`config.mk`:
```
export PLATFORM = sky130hd
export DESIGN_NAME = predicate_ctl
export DESIGN_NICKNAME = d
export VERILOG_FILES = /design/src/rtl/predicate_pkg.sv /design/src/rtl/cond_test.sv /design/src/rtl/cond_queue.sv /design/src/rtl/predicate_ctl.sv
export SDC_FILE = /design/constraint.sdc
export NUM_CORES = 1
export LEC_CHECK = 0
export ABC_AREA = 1
export BUFFER_PORTS_ARGS = -buffer_cell sky130_fd_sc_hd__buf_2
export CELL_PAD_IN_SITES_DETAIL_PLACEMENT = 0
export CELL_PAD_IN_SITES_GLOBAL_PLACEMENT = 1
export CORE_ASPECT_RATIO = 1.1
export CORE_MARGIN = 2
export CORE_UTILIZATION = 36
export CTS_CLUSTER_DIAMETER = 40
export DETAILED_ROUTE_END_ITERATION = 10
export GPL_ROUTABILITY_DRIVEN = 0
export GPL_TIMING_DRIVEN = 0
export PLACE_DENSITY = 0.86
export SLEW_MARGIN = 0
export SYNTH_ARGS = -nofsm -noshare
export SYNTH_HDL_FRONTEND = slang
export SYNTH_SLANG_ARGS = --single-unit
```
`constraint.sdc`:
```
create_clock -name clk_i -period 1.7 [get_ports clk_i]
set_input_delay 0.34 -clock clk_i [delete_from_list [all_inputs] [get_ports clk_i]]
set_output_delay 0.34 -clock clk_i [all_outputs]
set_load 0.02 [all_outputs]
```
`src/rtl/predicate_pkg.sv`:
```
package predicate_pkg;

    localparam int COND_W = 4;
    localparam int FLAG_W = 4;

    localparam int FLAG_Z = 0;
    localparam int FLAG_C = 1;
    localparam int FLAG_N = 2;
    localparam int FLAG_V = 3;

    localparam int FREEZE_BIT = COND_W - 1;

    typedef enum logic [1:0] {
        KIND_SHORT = 2'b00,
        KIND_LONG  = 2'b01,
        KIND_CND   = 2'b10
    } ikind_e;

    typedef enum logic [2:0] {
        TST_ALWAYS = 3'd0,
        TST_V_SET  = 3'd1,
        TST_Z_SET  = 3'd2,
        TST_Z_CLR  = 3'd3,
        TST_N_SET  = 3'd4,
        TST_N_CLR  = 3'd5,
        TST_C_SET  = 3'd6,
        TST_C_CLR  = 3'd7
    } test_e;

endpackage

```
`src/rtl/cond_test.sv`:
```
module cond_test
    import predicate_pkg::*;
(
    input  logic [2:0]        test_i,
    input  logic [FLAG_W-1:0] flags_i,
    output logic              pass_o
);

    always_comb begin
        unique case (test_e'(test_i))
            TST_ALWAYS: pass_o = 1'b1;
            TST_V_SET:  pass_o = flags_i[FLAG_V];
            TST_Z_SET:  pass_o = flags_i[FLAG_Z];
            TST_Z_CLR:  pass_o = ~flags_i[FLAG_Z];
            TST_N_SET:  pass_o = flags_i[FLAG_N];
            TST_N_CLR:  pass_o = ~flags_i[FLAG_N];
            TST_C_SET:  pass_o = flags_i[FLAG_C];
            TST_C_CLR:  pass_o = ~flags_i[FLAG_C];
            default:    pass_o = 1'b1;
        endcase
    end

endmodule

```
`src/rtl/cond_queue.sv`:
```
module cond_queue #(
    parameter int DEPTH = 3,
    parameter int CW    = 4,
    localparam int CNT_W = $clog2(DEPTH + 1),
    localparam int PL_W  = DEPTH * CW
) (
    input  logic             clk_i,
    input  logic             rst_ni,
    input  logic             load_i,
    input  logic [PL_W-1:0]  load_data_i,
    input  logic             pop_i,
    output logic [CW-1:0]    head_o,
    output logic             pending_o,
    output logic [CNT_W-1:0] count_o
);

    typedef struct packed {
        logic [DEPTH-1:0][CW-1:0] slot;
        logic [CNT_W-1:0]         cnt;
    } qstate_t;

    qstate_t st_d, st_q;
    logic [DEPTH-1:0][CW-1:0] unpacked_load;

    // entry 0 is the first following instruction: taken from the payload's top nibble
    generate
        for (genvar i = 0; i < DEPTH; i++) begin : g_split
            assign unpacked_load[i] = load_data_i[(DEPTH-1-i)*CW +: CW];
        end
    endgenerate

    always_comb begin
        st_d = st_q;
        if (load_i) begin
            st_d.slot = unpacked_load;
            st_d.cnt  = CNT_W'(DEPTH);
        end else if (pop_i && (st_q.cnt != '0)) begin
            for (int i = 0; i < DEPTH - 1; i++) begin
                st_d.slot[i] = st_q.slot[i+1];
            end
            st_d.slot[DEPTH-1] = '0;
            st_d.cnt           = st_q.cnt - 1'b1;
        end
    end

    always_ff @(posedge clk_i or negedge rst_ni) begin
        if (!rst_ni) begin
            st_q <= '0;
        end else begin
            st_q <= st_d;
        end
    end

    assign head_o    = st_q.slot[0];
    assign pending_o = (st_q.cnt != '0);
    assign count_o   = st_q.cnt;

endmodule

```
`src/rtl/predicate_ctl.sv`:
```
module predicate_ctl
    import predicate_pkg::*;
#(
    parameter int DEPTH = 3
) (
    input  logic                    clk_i,
    input  logic                    rst_ni,
    input  logic                    issue_i,
    input  logic [1:0]              kind_i,
    input  logic [COND_W-1:0]       cond_i,
    input  logic [DEPTH*COND_W-1:0] cnd_payload_i,
    input  logic                    nop_i,
    input  logic                    second_slot_i,
    input  logic [FLAG_W-1:0]       flags_i,
    output logic                    exec_en_o,
    output logic                    flag_we_o
);

    localparam int CNT_W = $clog2(DEPTH + 1);

    logic              is_short, is_cnd, is_nop, skip;
    logic [COND_W-1:0] head, eff_cond;
    logic              pending, pass, pop, load;
    logic [CNT_W-1:0]  pend_cnt;

    assign is_cnd   = (kind_i == KIND_CND);
    assign is_short = (kind_i == KIND_SHORT);
    assign is_nop   = is_short & nop_i;
    assign skip     = is_nop & second_slot_i;

    // 16-bit words take the queue head, or run unconditionally when it is empty
    always_comb begin
        if (is_short) begin
            eff_cond = pending ? head : '0;
        end else begin
            eff_cond = cond_i;
        end
    end

    assign load = issue_i & is_cnd;
    assign pop  = issue_i & ~is_cnd & ~skip & pending;

    cond_queue #(
        .DEPTH (DEPTH),
        .CW    (COND_W)
    ) u_queue (
        .clk_i       (clk_i),
        .rst_ni      (rst_ni),
        .load_i      (load),
        .load_data_i (cnd_payload_i),
        .pop_i       (pop),
        .head_o      (head),
        .pending_o   (pending),
        .count_o     (pend_cnt)
    );

    cond_test u_test (
        .test_i  (eff_cond[2:0]),
        .flags_i (flags_i),
        .pass_o  (pass)
    );

    always_comb begin
        exec_en_o = 1'b0;
        flag_we_o = 1'b0;
        if (issue_i) begin
            if (is_cnd) begin
                exec_en_o = 1'b1;
            end else if (!skip) begin
                exec_en_o = pass;
                flag_we_o = pass & ~eff_cond[FREEZE_BIT] & ~is_nop;
            end
        end
    end

endmodule

```
==> metrics.txt <==
RSZ-0062 raised after global routing yes; Hold WC Path Type input pin to register; First DRT Iteration DRCs 11; met3 usage about 2.5%; post-DR wirelength/cell 10.8 µm; Leak slightly below 0.7 nW; clk slew on worst S/H paths roughly 90 ps; min cycle time layout between 2000 and 2500 ps; EDFF count, synth 0; Setup crit end kind primary output; Core Util, Final about half; skew final around 3.5 ps; Startpoint Class register; post-route worst setup slack -331 ps; Gate Count Post-Synth about 130; largest net degree at the start of global routing 15; nets@finish approximately 190; Top Usage Layer GRT met2; Top Ports 29; CTS tree yes; Synth area leader dfrtp_1; via/cell ratio ~4.7; Die Ht 58.5 µm; initial core utilization roughly two fifths; Final Cell Area ~1300 µm²; Worst path max stage delay around 400 ps; overall routed net length approximately 2100 µm; top cells by instance count after synthesis nand2_1, nand3_1, dfrtp_1, inv_1, nor2_1; hold wc startpoint cnd_payload_i[2]; setup violators final 2; Slew @ Worst Pin 459 ps; Synth Warn # 0; worst-path fanout max 4; FF+latch count, synth 14; row count 19; post-route ant nets 0; worst skew pair latency between 200 and 300 ps; Yosys top cell area share a little over a third; CP required between 1000 and 1500 ps; critical path class register to primary output; GRT met1 Usage 17.7%; Fillers ~260; die area approximately 3100 µm²; Most Frequent Cell on Critical Path nand3_2; initial antenna violation count 0; htree depth 1; max cap viols 0; Reg2Reg Setup Slack roughly 400 ps; WP data arrival 1690 ps; Syn Area/Cell 7.66 µm²; CP startpoint u_queue.count_o[0]$_DFFE_PN0P_; number of remaining DRC errors 0; Distinct cells, synth 25; asr flop ratio synth 100%; dpl cell area ~1200 µm²; Final Hold Fails 0; ratio of cells with drive above 1 in the final layout about 44%; synth top area cells dfrtp_1, nand2_1, nand3_1, nor3_2, inv_1; Fmax achieved between 0.4 and 0.5 GHz; Tcrit/Tclk final 119%; max-slew violations 0; CP Buf/Inv Count 3; Reg-to-Reg Start u_queue.count_o[1]$_DFFE_PN0P_; Bufs on Longest Clock Path 2; first-pass GRT wire length between 3000 and 4000 µm; vias post-DR approximately 910; Post-Place Setup Slack -208 ps; outcome complete, but fails checks; Horiz. Die Dim 53.6 µm; failing checks negative setup slack; gr usage total between 10% and 20%; DP Wirelength between 1500 and 2000 µm; Rel. slew slack between 60% and 70%; Pwr Total 1.52 mW; grt ovf 0; crit-path leading delay family simple AND/OR/NAND/NOR gates; clock sink total 14; Critical Path Stages 12; VDD IR max around 800 µV; Core ar. 2540 µm²; Mapped Nets 155; PortBufs 28; Synth Cell Area a little under 1000 µm²; most common cell in the netlist nand2_1; Critical Path Sink exec_en_o; Pwr Density between 1000 and 1500 nW/µm²; Post-synth top flop dfrtp_1; met2 GRT Util 29.3%; RR Endpoint u_queue.st_q[9]$_DFFE_PN0P_; post-synthesis sequential area ratio 36.0%; DRT Pass-1 Iters 4; CTS root buffer clkbuf_4; Area Growth Syn to Fin 34.7%; # diodes 0; Reg2Reg Depth 8; crit path cell chain inv_2 > ha_4 > inv_6 > nand2_4 > nand2_4 > nand3_2 > nor2_1 > nor2_1 > nand3_2 > nand3_2 > nand2_2 > buf_6; TritonCTS Buffers 3; Crit-path slowest cell dfrtp_1; vias in the first global route 916
[cell type report]
| class | count | area, µm² | share of cell area [%] |
|---|---|---|---|
| timing repair buffer | 32 | 185 | 14.1 |
| buffer | 3 | 35.0 | 2.67 |
| multi-input combinational | 93 | 597 | 45.5 |
| clock buffer | 4 | 36.3 | 2.77 |
| sequential | 14 | 350 | 26.7 |
| inverter | 17 | 68.8 | 5.25 |
| tap | 31 | 38.8 | 2.96 |
[routing by layer]
layer	up-vias	routed length, µm
met3	2	91
met4	0	5
met5	-	0
met1	405	883
met2	25	1110
li1	482	-
[sequential cells by signal, indices dropped and copies added (netlist names)]
| register | count |
|---|---|
| u_queue.count_o | 2 |
| u_queue.st_q | 8 |
| u_queue.head_o | 4 |
[report_power, final]
part           switching [mW]  leakage, nW  total (mW)  internal (mW)
registers              0.0699        0.170       0.526          0.456
logic                   0.406        0.488       0.754          0.347
clock network           0.109       0.0210       0.239          0.130
[logic make-up (layout without fill, tap and decap cells)]
logic type / after synthesis / count (layout) / share of synthesized area [%]
fa+ha+maj: 1 / 1 / 1.29
flops: 14 / 14 / 36.0
buf+inv: 20 / 56 / 10.2
simple gates: 77 / 77 / 44.5
compound gates: 15 / 15 / 8.10
[how the worst min path moves through the flow]
stage,cells after the start,endpoint,slack [ps]
after global routing,3,u_queue.st_q[13]$_DFFE_PN0P_,260
final,3,u_queue.st_q[12]$_DFFE_PN0P_,260
after floorplan,0,u_queue.count_o[0]$_DFFE_PN0P_,40
after CTS,3,u_queue.st_q[11]$_DFFE_PN0P_,250
after global placement,1,u_queue.st_q[7]$_DFFE_PN0P_,250
after detailed placement,1,u_queue.st_q[12]$_DFFE_PN0P_,260
[stage by stage]
stage / setup TNS, ps / hold slack, ps / instances
after floorplan: 0 / 44.4 / 127
after global placement: -287 / 251 / 186
after detailed placement: -387 / 260 / 186
after CTS: -724 / 253 / 194
after global routing: -916 / 263 / 194
final: -648 / 262 / 194
[layout by cell type, fill, tap and decap left out]
cell / count
buf_2: 26
buf_12: 1
o21ai_1: 5
inv_6: 1
o21ai_0: 6
nand2_1: 23
nor2_1: 10
nand3_2: 6
nand3_4: 1
nor3_1: 2
dlygate4sd3_1: 1
nor3_2: 6
and2_4: 1
o32ai_1: 1
nor2_2: 2
nor2_4: 2
clkbuf_8: 1
inv_1: 12
nand3_1: 11
nand2_4: 5
a21oi_1: 3
clkbuf_4: 3
nand2_2: 5
inv_2: 4
ha_4: 1
dfrtp_1: 14
nand3b_1: 2
buf_6: 3
buf_1: 1
nand2_8: 1
buf_4: 3
[worst min-delay path: cells and delay by family]
kind,cells,cell delay (ps)
buf+inv,1,70
simple gates,2,90
[what timing repair did]
action | 4_1_cts | 5_1_grt
resized for setup | 13 | 9
hold buffers | 1 | 0
hold endpoints to repair | 14 | 0
pin swaps | 5 | 10
buffers inserted | 3 | 0
setup endpoints to repair | 2 | 2
Note: power is estimated with default switching activity, not from simulation.
